### config.mk
export PLATFORM = sky130hd
export DESIGN_NAME = pp_regfile
export DESIGN_NICKNAME = d
export VERILOG_FILES = /design/src/rtl/pp_pkg.sv /design/src/rtl/pp_blk_ctl.sv /design/src/rtl/pp_ap_regs.sv /design/src/rtl/pp_tamper_coil.sv /design/src/rtl/pp_regfile.sv
export SDC_FILE = /design/constraint.sdc
export NUM_CORES = 1
export LEC_CHECK = 0
export ABC_AREA = 1
export BUFFER_PORTS_ARGS = -buffer_cell sky130_fd_sc_hd__buf_2
export CAP_MARGIN = 20
export CORE_ASPECT_RATIO = 0.5
export CORE_UTILIZATION = 55
export CTS_CLUSTER_SIZE = 25
export DETAILED_ROUTE_END_ITERATION = 10
export GPL_ROUTABILITY_DRIVEN = 0
export PLACE_DENSITY = 0.81
export SLEW_MARGIN = 20
export SYNTH_ARGS = -nofsm -noshare
export SYNTH_HDL_FRONTEND = slang
export SYNTH_HIERARCHICAL = 1
export SYNTH_SLANG_ARGS = --single-unit
### constraint.sdc
create_clock -name clk -period 2.35 [get_ports clk]
set_clock_uncertainty 0.05 [all_clocks]
set_input_delay 0.235 -clock clk [delete_from_list [all_inputs] [get_ports clk]]
set_output_delay 0.235 -clock clk [all_outputs]
set_load 0.05 [all_outputs]
### src/rtl/pp_pkg.sv
package pp_pkg;

    localparam int NBLK       = 8;
    localparam int PAGE_BYTES = 16;
    localparam int DW         = 8;
    localparam int AW         = $clog2(PAGE_BYTES);
    localparam int BW         = $clog2(NBLK);

    localparam int APCTL_ADDR = NBLK;
    localparam int PGWP_ADDR  = NBLK + 1;
    localparam int TAMP_ADDR  = NBLK + 2;
    localparam int RES_BASE   = NBLK + 3;
    localparam int LOCK_ADDR  = 14;
    localparam int RES_NUM    = PAGE_BYTES - RES_BASE;
    localparam int RW         = $clog2(RES_NUM);

    typedef enum logic [1:0] {
        ACC_OFF_A  = 2'b00,
        ACC_OFF_B  = 2'b01,
        ACC_RDONLY = 2'b10,
        ACC_FULL   = 2'b11
    } acc_e;

    typedef struct packed {
        logic tw;
        acc_e rf;
        acc_e pb;
    } blk_ctl_t;

    localparam blk_ctl_t CTL_INIT = '{tw: 1'b1, rf: ACC_FULL, pb: ACC_FULL};

    function automatic logic [DW-1:0] ctl_byte(input logic lk, input blk_ctl_t c);
        return {lk, 2'b11, c};
    endfunction

    function automatic logic [DW-1:0] apctl_byte(input logic lk, input acc_e code);
        return {lk, 5'b11111, code};
    endfunction

    function automatic logic [DW-1:0] tamp_byte(input logic dc, input logic de, input logic t);
        return {5'b11111, dc, de, t};
    endfunction

endpackage

### src/rtl/pp_blk_ctl.sv
module pp_blk_ctl
    import pp_pkg::*;
(
    input  logic     clk,
    input  logic     rst,
    input  logic     pwr_good,
    input  logic     wr_hit,
    input  logic     wd_lock,
    input  blk_ctl_t wd_ctl,
    output blk_ctl_t ctl,
    output logic     lock_ok
);

    blk_ctl_t ctl_q;
    logic     lock_q;

    always_ff @(posedge clk) begin
        if (rst) begin
            ctl_q  <= CTL_INIT;
            lock_q <= 1'b1;
        end else if (!pwr_good) begin
            lock_q <= 1'b1;
        end else if (wr_hit && lock_q) begin
            ctl_q  <= wd_ctl;
            lock_q <= wd_lock;
        end
    end

    assign ctl     = ctl_q;
    assign lock_ok = lock_q;


    locked_fields_hold_chk: assert property (@(posedge clk) disable iff (rst)
        !lock_q |=> $stable(ctl_q));


    lock_no_rise_chk: assert property (@(posedge clk) disable iff (rst)
        (!lock_q && pwr_good) |=> !lock_q);


    lock_rearm_chk: assert property (@(posedge clk) disable iff (rst)
        !pwr_good |=> lock_q);

endmodule

### src/rtl/pp_ap_regs.sv
module pp_ap_regs
    import pp_pkg::*;
(
    input  logic                        clk,
    input  logic                        rst,
    input  logic                        pwr_good,
    input  logic                        wr_en,
    input  logic [AW-1:0]               addr,
    input  logic [DW-1:0]               wdata,
    output acc_e                        pb_ap,
    output logic                        ap_lock,
    output logic [DW-1:0]               page_wp,
    output logic [RES_NUM-1:0][DW-1:0]  res_rd,
    output logic                        hi_wr_ok
);

    acc_e          pb_ap_q;
    logic          ap_lock_q;
    logic [DW-1:0] page_wp_q;

    assign hi_wr_ok = pwr_good && wr_en && (pb_ap_q == ACC_FULL);

    always_ff @(posedge clk) begin
        if (rst) begin
            pb_ap_q   <= ACC_FULL;
            ap_lock_q <= 1'b1;
        end else if (!pwr_good) begin
            ap_lock_q <= 1'b1;
        end else if (wr_en && addr == AW'(APCTL_ADDR) && ap_lock_q) begin
            pb_ap_q   <= acc_e'(wdata[1:0]);
            ap_lock_q <= wdata[DW-1];
        end
    end

    always_ff @(posedge clk) begin
        if (rst) begin
            page_wp_q <= '1;
        end else if (hi_wr_ok && addr == AW'(PGWP_ADDR)) begin
            page_wp_q <= wdata;
        end
    end

    for (genvar k = 0; k < RES_NUM; k++) begin : g_res
        if (RES_BASE + k == LOCK_ADDR) begin : g_fixed
            assign res_rd[k] = '1;
        end else begin : g_store
            logic [DW-1:0] res_q;
            always_ff @(posedge clk) begin
                if (rst) begin
                    res_q <= '1;
                end else if (hi_wr_ok && addr == AW'(RES_BASE + k)) begin
                    res_q <= wdata;
                end
            end
            assign res_rd[k] = res_q;
        end
    end

    assign pb_ap   = pb_ap_q;
    assign ap_lock = ap_lock_q;
    assign page_wp = page_wp_q;


    pb_ap_hold_chk: assert property (@(posedge clk) disable iff (rst)
        !ap_lock_q |=> $stable(pb_ap_q));


    page_wp_guard_chk: assert property (@(posedge clk) disable iff (rst)
        (pb_ap_q != ACC_FULL) |=> $stable(page_wp_q));

endmodule

### src/rtl/pp_tamper_coil.sv
module pp_tamper_coil (
    input  logic       clk,
    input  logic       rst,
    input  logic       pwr_good,
    input  logic       wr_hit,
    input  logic [1:0] wd,
    input  logic       tamper_set,
    input  logic       coil_present,
    output logic       tamper,
    output logic       det_en,
    output logic       det_coil
);

    logic tamper_q;
    logic de_q;

    always_ff @(posedge clk) begin
        if (rst) begin
            tamper_q <= 1'b0;
        end else if (tamper_set) begin
            tamper_q <= 1'b1;
        end else if (wr_hit && !wd[0]) begin
            tamper_q <= 1'b0;
        end
    end

    always_ff @(posedge clk) begin
        if (rst || !pwr_good) begin
            de_q <= 1'b0;
        end else if (wr_hit) begin
            de_q <= wd[1];
        end
    end

    assign tamper   = tamper_q;
    assign det_en   = de_q;
    assign det_coil = de_q ? coil_present : 1'b1;


    tamper_set_wins_chk: assert property (@(posedge clk) disable iff (rst)
        tamper_set |=> tamper_q);


    tamper_no_serial_set_chk: assert property (@(posedge clk) disable iff (rst)
        (!tamper_q && !tamper_set) |=> !tamper_q);


    det_en_drop_chk: assert property (@(posedge clk) disable iff (rst)
        !pwr_good |=> !de_q);

endmodule

### src/rtl/pp_regfile.sv
module pp_regfile
    import pp_pkg::*;
(
    input  logic                 clk,
    input  logic                 rst,
    input  logic                 pwr_good,
    input  logic                 wr_en,
    input  logic [AW-1:0]        addr,
    input  logic [DW-1:0]        wdata,
    output logic [DW-1:0]        rdata,
    input  logic                 tamper_set,
    input  logic                 coil_present,
    output logic [2*NBLK-1:0]    blk_pb,
    output logic [2*NBLK-1:0]    blk_rf,
    output logic [NBLK-1:0]      blk_tw,
    output logic [DW-1:0]        page_wp,
    output logic [1:0]           pb_ap,
    output logic                 tamper
);

    blk_ctl_t                   ctl_a [NBLK];
    logic [NBLK-1:0]            lock_a;
    acc_e                       pb_ap_e;
    logic                       ap_lock;
    logic [RES_NUM-1:0][DW-1:0] res_rd;
    logic                       hi_wr_ok;
    logic                       det_en;
    logic                       det_coil;
    logic [RW-1:0]              res_idx;

    for (genvar i = 0; i < NBLK; i++) begin : g_blk
        pp_blk_ctl u_ctl (
            .clk      (clk),
            .rst      (rst),
            .pwr_good (pwr_good),
            .wr_hit   (wr_en && addr == AW'(i)),
            .wd_lock  (wdata[DW-1]),
            .wd_ctl   (blk_ctl_t'(wdata[$bits(blk_ctl_t)-1:0])),
            .ctl      (ctl_a[i]),
            .lock_ok  (lock_a[i])
        );
        assign blk_pb[2*i +: 2] = ctl_a[i].pb;
        assign blk_rf[2*i +: 2] = ctl_a[i].rf;
        assign blk_tw[i]        = ctl_a[i].tw;
    end

    pp_ap_regs u_ap (
        .clk      (clk),
        .rst      (rst),
        .pwr_good (pwr_good),
        .wr_en    (wr_en),
        .addr     (addr),
        .wdata    (wdata),
        .pb_ap    (pb_ap_e),
        .ap_lock  (ap_lock),
        .page_wp  (page_wp),
        .res_rd   (res_rd),
        .hi_wr_ok (hi_wr_ok)
    );

    pp_tamper_coil u_tc (
        .clk          (clk),
        .rst          (rst),
        .pwr_good     (pwr_good),
        .wr_hit       (hi_wr_ok && addr == AW'(TAMP_ADDR)),
        .wd           (wdata[1:0]),
        .tamper_set   (tamper_set),
        .coil_present (coil_present),
        .tamper       (tamper),
        .det_en       (det_en),
        .det_coil     (det_coil)
    );

    assign pb_ap   = pb_ap_e;
    assign res_idx = RW'(addr - AW'(RES_BASE));

    always_comb begin
        if (addr < AW'(NBLK)) begin
            rdata = ctl_byte(lock_a[addr[BW-1:0]], ctl_a[addr[BW-1:0]]);
        end else if (addr == AW'(APCTL_ADDR)) begin
            rdata = apctl_byte(ap_lock, pb_ap_e);
        end else if (addr == AW'(PGWP_ADDR)) begin
            rdata = page_wp;
        end else if (addr == AW'(TAMP_ADDR)) begin
            rdata = tamp_byte(det_coil, det_en, tamper);
        end else begin
            rdata = res_rd[res_idx];
        end
    end


    fixed_byte_chk: assert property (@(posedge clk) disable iff (rst)
        (addr == AW'(LOCK_ADDR)) |-> (rdata == '1));

endmodule

==> impl_metrics.ini, run 1 <==
[outcome]
outcome = finished clean

[route]
drc = 0
vias = 5393
viasPerCell = 5.84
ant_nets = 0
drt_iter0_drc = 630
wl_per_cell_um = 15.9
wirelength_um = 14700
dr.pass1.iters = 5

[critical_path]
path_class = primary input to primary output
path_cells = buf_2, buf_4, ha_1, inv_2, nand2_1, nand2_2, nand3_1, inv_2, nand2_1, nand3_1, nand2_1, nand2_1, nand2_1, nand2_1, buf_2
cp.arrival_ns = 1.94
path_common_cell = nand2_1
cp.required_ns = 2.07
r2r_end = u_ap/g_res[0].g_store.res_q[5]
r2r_cells = 6
start_kind = primary input
crit_path_max_fanout = 9
cpMaxStageDelayCell = buf_2
regToRegStartpoint = u_ap/pb_ap[1]
cp-end-kind = primary output
cpPeakStageDelay_ns = 0.25
r2r_setup_slack_ns = 0.65

[clock_network]
postCtsSetupBuffers = 0
post_cts_resized = 0
cts_tree = yes
cts_root_buf = clkbuf_16
clk_latency_ns = 0.35
cts_hold_buffers = 0
cts_sinks = 93
cts_buffers = 9
htree_levels = 3
cts_max_path_buffers = 2
clk_pin_slew_ns = 0.07

[synth]
synthCells = 720
muxShareOfSynthArea_pct = 0
yosysTopAreaCell = dfxtp_1
synth_top_area_share_pct = 37.7
avgSynthCellArea_um2 = 6.86
seq_area_frac_synth_pct = 37.7
async_flop_share_pct = 0
synthTopCellsByArea = dfxtp_1, nand3_1, nand2_1
synth_cell_types = 30
synth_ff_type = dfxtp_1
synth_edf_count = 0
yosys_warnings = 6
ys_seq_elements = 93
synth_top_family_by_area = simple AND/OR/NAND/NOR gates
synth-xor-area-share_pct = 0
synth-compound-area-share_pct = 7.30
synth-simple-area-share_pct = 44.4
synth-adder-area-share_pct = 1.01
synthesis.area_mm2 = 0.00494

[floorplan]
fp.dieArea_mm2 = 0.00938
io_pins = 77
fp.dieH_um = 69.0
die_x_um = 136
rows = 23
fp.coreArea_mm2 = 0.00835
start_util_pct = 59.2

[global_routing]
overflow = 0
antenna_found_initial = 0
grt_pass1_vias = 4710
grt_max_degree = 60
gr-usage-all-layers_pct = 32.6
grt_pass1_wl_um = 23400

[sta]
finalHoldViolCount = 0
finalCritPeriodShare_pct = 94.8
relSlewSlack_pct = 58.6
setup-violations-final = 0
tns_ns = 0
worstMarginPinSlew_ns = 0.622
finalCriticalPeriod_ns = 2.23
drv_slew = 0
fmax_mhz = 449
rsz0062_at_grt = false

[hold_path]
hp-start = tamper_set
hold_path_end = u_tc/tamper
hp-class = primary input to flip-flop
holdPathStages = 3

[finish]
nNetsFinal = 829
layout_common_cells = nand2_1, nand3_1, dfxtp_1
antennaDiodeCount = 0
nFillCells = 753
postLayoutCoreUtil_pct = 68.6
layout-drive-gt1-share_pct = 18.1
instances_no_fill = 924
areaGrowthSynthToFinish_pct = 16.0
final_common_cell = nand2_1
stdcell_area_mm2 = 0.00573

[flow_run]
drv_cap = 0

[pwr]
finalPower_uw = 3600
power_density_mw_per_mm2 = 628
p_leak_uw = 0.00282
irDropWorstVdd_v = 0.000383

[placed_design]
dp_hpwl_um = 9990
placed_cell_area_mm2 = 0.00544
placed_cells = 908
port_buffers = 76
[metal layers]
metal,vias to the layer above,GRT usage [%],part of all wire [%]
li1,2586,-,-
met1,2468,45.1,45
met2,307,49.2,43
met3,32,7.68,11
met4,0,12.6,1.7
met5,-,0,0
[logic make-up after synthesis]
logic type,Yosys count
buffers and inverters,93
flip-flops,93
other,1
AO/OA/AOI/OAI,67
AND/OR/NAND/NOR,462
adder cells (fa/ha/maj),4
[report_power, final]
part	total, uW	internal (uW)	switching [uW]	leakage, uW
clock network	1410	779	631	0.000135
logic	574	146	428	0.00193
registers	1610	1600	16.8	0.000755
total	3600	2520	1080	0.00282
[cell usage after synthesis (6+ instances only)]
library cell and n:
buf_4 12, inv_1 52, clkbuf_1 6, a21oi_1 6
o21ai_1 17, nor2_1 55, nand3_1 150, nor2_4 6
dfxtp_1 93, o22ai_1 12, nand2_1 185, nand4_1 41
o21ai_0 29, nor3_1 8, inv_2 9, buf_6 7
nand3_2 8
[registers in the layout, indices dropped and copies added, names as in the netlist]
signal                    cells
u_tc/det_en                   1
u_ap/page_wp                  8
u_ap/g_res.g_store.res_q     32
u_tc/tamper                   1
g_blk.u_ctl/lock_ok           8
u_ap/ap_lock                  1
u_ap/pb_ap                    2
g_blk.u_ctl/ctl              40
[how the worst max path moves through the flow]
| stage | end | cells past startpoint | startpoint | slack [ns] |
|---|---|---|---|---|
| 6_report | rdata[4] | 15 | addr[1] | 0.12 |
| 5_1_grt | rdata[3] | 15 | addr[1] | 0.009 |
| 4_1_cts | rdata[4] | 15 | addr[1] | 0.15 |
| 3_5_place_dp | rdata[4] | 15 | addr[1] | 0.18 |
| 3_3_place_gp | rdata[2] | 15 | addr[1] | 0.20 |
| 2_1_floorplan | rdata[0] | 16 | addr[0] | 0.17 |
[metrics by stage]
step           setup slack (ns)  hold WS [ns]
2_1_floorplan             0.167         0.247
3_3_place_gp              0.200         0.392
3_5_place_dp              0.183         0.393
4_1_cts                   0.149        0.0744
5_1_grt                 0.00946        0.0987
6_report                  0.122        0.0748
[worst max-delay path: cells and delay by family]
family | cells | cell delay, ns
adder cells (fa/ha/maj) | 1 | 0.20
AND/OR/NAND/NOR | 9 | 0.78
buffers and inverters | 5 | 0.72
[final cells by class]
class | count | area (um^2) | share of cell area, %
clock buffer | 12 | 256 | 4.48
clock inverter | 4 | 32.5 | 0.568
inverter | 64 | 256 | 4.48
multi-input combinational | 541 | 2630 | 46.0
sequential | 93 | 1860 | 32.5
tap | 112 | 140 | 2.45
timing repair buffer | 98 | 546 | 9.53
No activity file was read; power rests on OpenSTA's default activity.
==> run 2: changes to the inputs <==
CTS_BUF_LIST = sky130_fd_sc_hd__clkbuf_16   (was unset)
clock period = 2.3 ns   (was 2.35 ns; I/O delays follow)
==> run 2 against run 1 <==
Effect of this change: final area grew 0.44%; sequential share of layout area shrank 0.14 points; cell count is the same; hold slack gained 0.0020 ns; register-to-register slack lost 0.12 ns; power grew 3.8%; sequential power grew 2%; clock power grew 6%; critical path type unchanged; flip-flop and latch count is the same.
==> impl_metrics.ini, run 2 (synthesis results as in run 1) <==
[floorplan]
start_util_pct = 59.2
io_pins = 77
fp.dieArea_mm2 = 0.00938
fp.coreArea_mm2 = 0.00835
rows = 23
fp.dieH_um = 69.0
die_x_um = 136

[finish]
largest_reg_flops = 40
final_common_cell = nand2_1
nFillCells = 730
layout-drive-gt1-share_pct = 18.2
instances_no_fill = 924
nNetsFinal = 829
layout_common_cells = nand2_1, nand3_1, dfxtp_1
areaGrowthSynthToFinish_pct = 16.5
antennaDiodeCount = 0

[critical_path]
path_class = primary input to primary output
crit_path_max_fanout = 13
cp.required_ns = 2.02
start_kind = primary input
cp-end-kind = primary output
cp.arrival_ns = 1.89

[outcome]
outcome = finished clean

[clock_network]
post_cts_resized = 0
clk_latency_ns = 0.35
htree_levels = 3
cts_sinks = 93
cts_buffers = 9
postCtsSetupBuffers = 0
cts_root_buf = clkbuf_16
cts_hold_buffers = 0
clk_pin_slew_ns = 0.07
cts_tree = yes
cts_max_path_buffers = 2

[sta]
fin_ws_ns = 0.133
finalCriticalPeriod_ns = 2.17
drv_slew = 0
tns_ns = 0
relSlewSlack_pct = 57.7
setup-violations-final = 0
fmax_mhz = 461
finalHoldViolCount = 0
finalCritPeriodShare_pct = 94.2
worstMarginPinSlew_ns = 0.634

[route]
viasPerCell = 5.90
drt_iter0_drc = 768
ant_nets = 0
wirelength_um = 15200
wl_per_cell_um = 16.4
dr.pass1.iters = 6
drc = 0
vias = 5449

[pwr]
power_density_mw_per_mm2 = 649
p_leak_uw = 0.00283
irDropWorstVdd_v = 0.000466
finalPower_uw = 3730

[global_routing]
grt_pass1_vias = 4632
antenna_found_initial = 0
grt_max_degree = 60
overflow = 0
gr-usage-all-layers_pct = 33.8
grt_pass1_wl_um = 23900

[placed_design]
port_buffers = 76
placed_cells = 908
dp_hpwl_um = 10300
dpl_worst_slack_ns = 0.0676

[flow_run]
drv_cap = 0

[hold_path]
hp-class = primary input to flip-flop
run 2: cell types whose count changed in the layout (fill, tap and decap cells not counted), sizes merged:
cell and delta:
clkinvlp +1, clkbuf -2, bufinv +1, clkinv -1, inv +2, buf -1
run 2: final timing paths:
path / from / endpoint / slack [ns] / cells past startpoint
hold reg to reg: u_ap/g_res[2].g_store.res_q[2] / u_ap/g_res[2].g_store.res_q[2] / 0.41 / 2
setup / recovery: addr[1] / rdata[0] / 0.13 / 14
hold / removal: tamper_set / u_tc/tamper / 0.08 / 3
setup reg to reg: u_ap/pb_ap[1] / u_ap/g_res[4].g_store.res_q[1] / 0.53 / 6
run 2: critical path: stages:
cell,delay (ns)
buf_2,0.11
inv_1,0.06
buf_4,0.18
ha_1,0.18
inv_1,0.20
nor2_8,0.08
bufinv_8,0.22
nor2_1,0.04
nor2_1,0.08
nand2_1,0.06
nand2_1,0.07
nand2_1,0.05
nand2_1,0.08
clkbuf_4,0.23
run 2: per-layer routing:
layer,part of all wire [%],up-vias,GRT usage (%)
li1,-,2589,-
met1,45,2490,47.4
met2,42,339,50.1
met3,11,31,8.41
met4,1.9,0,12.5
met5,0,-,0
run 2: report_power, final:
part | total (uW) | internal, uW | leakage [uW] | switching, uW
registers | 1650 | 1630 | 0.000755 | 17.8
logic | 599 | 154 | 0.00193 | 444
clock network | 1490 | 837 | 0.000140 | 649
run 2: cell type report:
cell class,count,area (um^2),share of cell area (%)
multi-input combinational,541,2650,46.0
sequential,93,1860,32.4
timing repair buffer,98,553,9.61
inverter,64,256,4.46
clock buffer,9,225,3.92
tap,112,140,2.44
clock inverter,7,68.8,1.20
run 2: through the flow:
| step | util (%) | hold WS (ns) | area, um^2 |
|---|---|---|---|
| 6_report | 68.9 | 0.0768 | 5750 |
| 5_1_grt | 68.9 | 0.0867 | 5750 |
| 4_1_cts | 68.7 | 0.0714 | 5730 |
| 3_5_place_dp | 65.2 | 0.398 | 5440 |
| 3_3_place_gp | 65.2 | 0.391 | 5440 |
| 2_1_floorplan | - | 0.242 | 4960 |
==> run 3: changes to the inputs <==
PLACE_DENSITY = 0.85   (was 0.81)
==> run 3 against run 2 <==
Effect of this change: fmax decreased by 1.7%; cell count increased by 0.32%; critical path depth increased by 1; final area about the same; routed wire length decreased by 2.0%; global-route usage decreased by 1.1 points; largest power group unchanged.
==> impl_metrics.ini, run 3 (synthesis results as in run 1) <==
[critical_path]
crit_family = simple AND/OR/NAND/NOR gates
regToRegStartpoint = u_ap/pb_ap[0]
crit_end = rdata[3]
path_class = primary input to primary output
start_kind = primary input
path_depth = 15
r2r_setup_slack_ns = 0.44
path_common_cell = nand2_1
cpMaxStageDelayCell = buf_2
cp.arrival_ns = 1.93
r2r_cells = 5
cpPeakStageDelay_ns = 0.26
worstSetupStartpoint = addr[1]
r2r_end = u_ap/g_res[2].g_store.res_q[4]
crit_buf_inv = 5
path_cells = buf_2, buf_4, ha_1, inv_2, nand2_1, nand2_2, nand3_1, inv_2, nand2_1, nand3_1, nand2_1, nand2_1, nand2_1, nand2_1, buf_2
cp.required_ns = 2.02
crit_path_max_fanout = 9
cp-end-kind = primary output

[finish]
final-seq-area_mm2 = 0.00186
antennaDiodeCount = 0
final_common_cell = nand2_1
multi_input_area_mm2 = 0.00263
areaGrowthSynthToFinish_pct = 16.5
layout-drive-gt1-share_pct = 18.3
largest_reg_flops = 40
nNetsFinal = 832
postLayoutCoreUtil_pct = 69.0
nFillCells = 726
layout_common_cells = nand2_1, nand3_1, dfxtp_1

[pwr]
power_density_mw_per_mm2 = 648
p_leak_uw = 0.00284
finalPower_uw = 3730
irDropWorstVdd_v = 0.000418

[route]
drt_iter0_drc = 679
viasPerCell = 5.93
vias = 5493
wirelength_um = 14900
drc = 0
ant_nets = 0
dr.pass1.iters = 7
wl_per_cell_um = 16.1

[floorplan]
io_pins = 77
fp.coreArea_mm2 = 0.00835
die_x_um = 136
start_util_pct = 59.2
fp.dieH_um = 69.0
fp.dieArea_mm2 = 0.00938
rows = 23

[global_routing]
overflow = 0
grt_pass1_vias = 4659
grt_pass1_wl_um = 23200
antenna_found_initial = 0
gr-usage-all-layers_pct = 32.7
grt_max_degree = 60

[sta]
relSlewSlack_pct = 58.4
tns_ns = 0
fmax_mhz = 453
drv_slew = 0
finalHoldViolCount = 0
rsz0062_at_grt = false
finalCritPeriodShare_pct = 95.9
setup-violations-final = 0
worstMarginPinSlew_ns = 0.623
finalCriticalPeriod_ns = 2.21
fin_ws_ns = 0.0948

[clock_network]
cts_max_path_buffers = 2
clk_latency_ns = 0.35
cts_sinks = 93
cts_tree = yes
clk_pin_slew_ns = 0.07
htree_levels = 3
cts_root_buf = clkbuf_16
cts_buffers = 9

[placed_design]
dpl_worst_slack_ns = 0.146
dp_hpwl_um = 10300
port_buffers = 76

[outcome]
outcome = finished clean

[hold_path]
hp-class = primary input to flip-flop

[flow_run]
drv_cap = 0
run 3: how the worst min path moves through the flow:
stage	from	end	slack, ns	cells past startpoint
final	tamper_set	u_tc/tamper	0.08	3
after global routing	tamper_set	u_tc/tamper	0.09	3
after CTS	tamper_set	u_tc/tamper	0.07	3
after detailed placement	u_ap/g_res[1].g_store.res_q[3]	u_ap/g_res[1].g_store.res_q[3]	0.40	2
after global placement	u_ap/g_res[2].g_store.res_q[7]	u_ap/g_res[2].g_store.res_q[7]	0.39	2
after floorplan	rst	u_tc/tamper	0.24	1
run 3: cell type report:
| class | instances | share of cell area, % |
|---|---|---|
| repair buffers | 101 | 9.92 |
| well taps | 112 | 2.44 |
| inverters | 64 | 4.46 |
| clock inverters | 7 | 1.15 |
| clock buffers | 9 | 3.91 |
| flip-flops and latches | 93 | 32.4 |
| multi-input cells | 541 | 45.8 |
run 3: tightest hold or removal path, delay by kind of cell:
family | cells | cell delay [ns]
compound gates | 1 | 0.05
buf+inv | 2 | 0.15
run 3: per-stage QoR:
stage | area [um^2] | hold WS [ns] | std cells
floorplan | 4960 | 0.242 | 727
global placement | 5460 | 0.388 | 911
detailed placement | 5460 | 0.397 | 911
CTS | 5750 | 0.0731 | 927
global route | 5750 | 0.0896 | 927
finish | 5750 | 0.0770 | 927
run 3: report_power, final:
group	leakage (uW)	switching (uW)	internal, uW
logic	0.00195	440	154
registers	0.000755	18.0	1630
clock network	0.000144	652	837
total	0.00284	1110	2620
run 3: timing repair:
item	4_1_cts	5_1_grt
setup buffers	0	0
hold buffers	0	0
endpoints found under the hold margin	0	0
gates resized for setup	0	1
endpoints found under the setup margin	0	1
run 3: layer usage:
layer	part of all wire [%]	track usage [%]	wire length, um
met3	12	8.55	1750
met4	3.2	14.3	476
met1	43	44.2	6370
met2	42	49.6	6290
met5	0	0	0
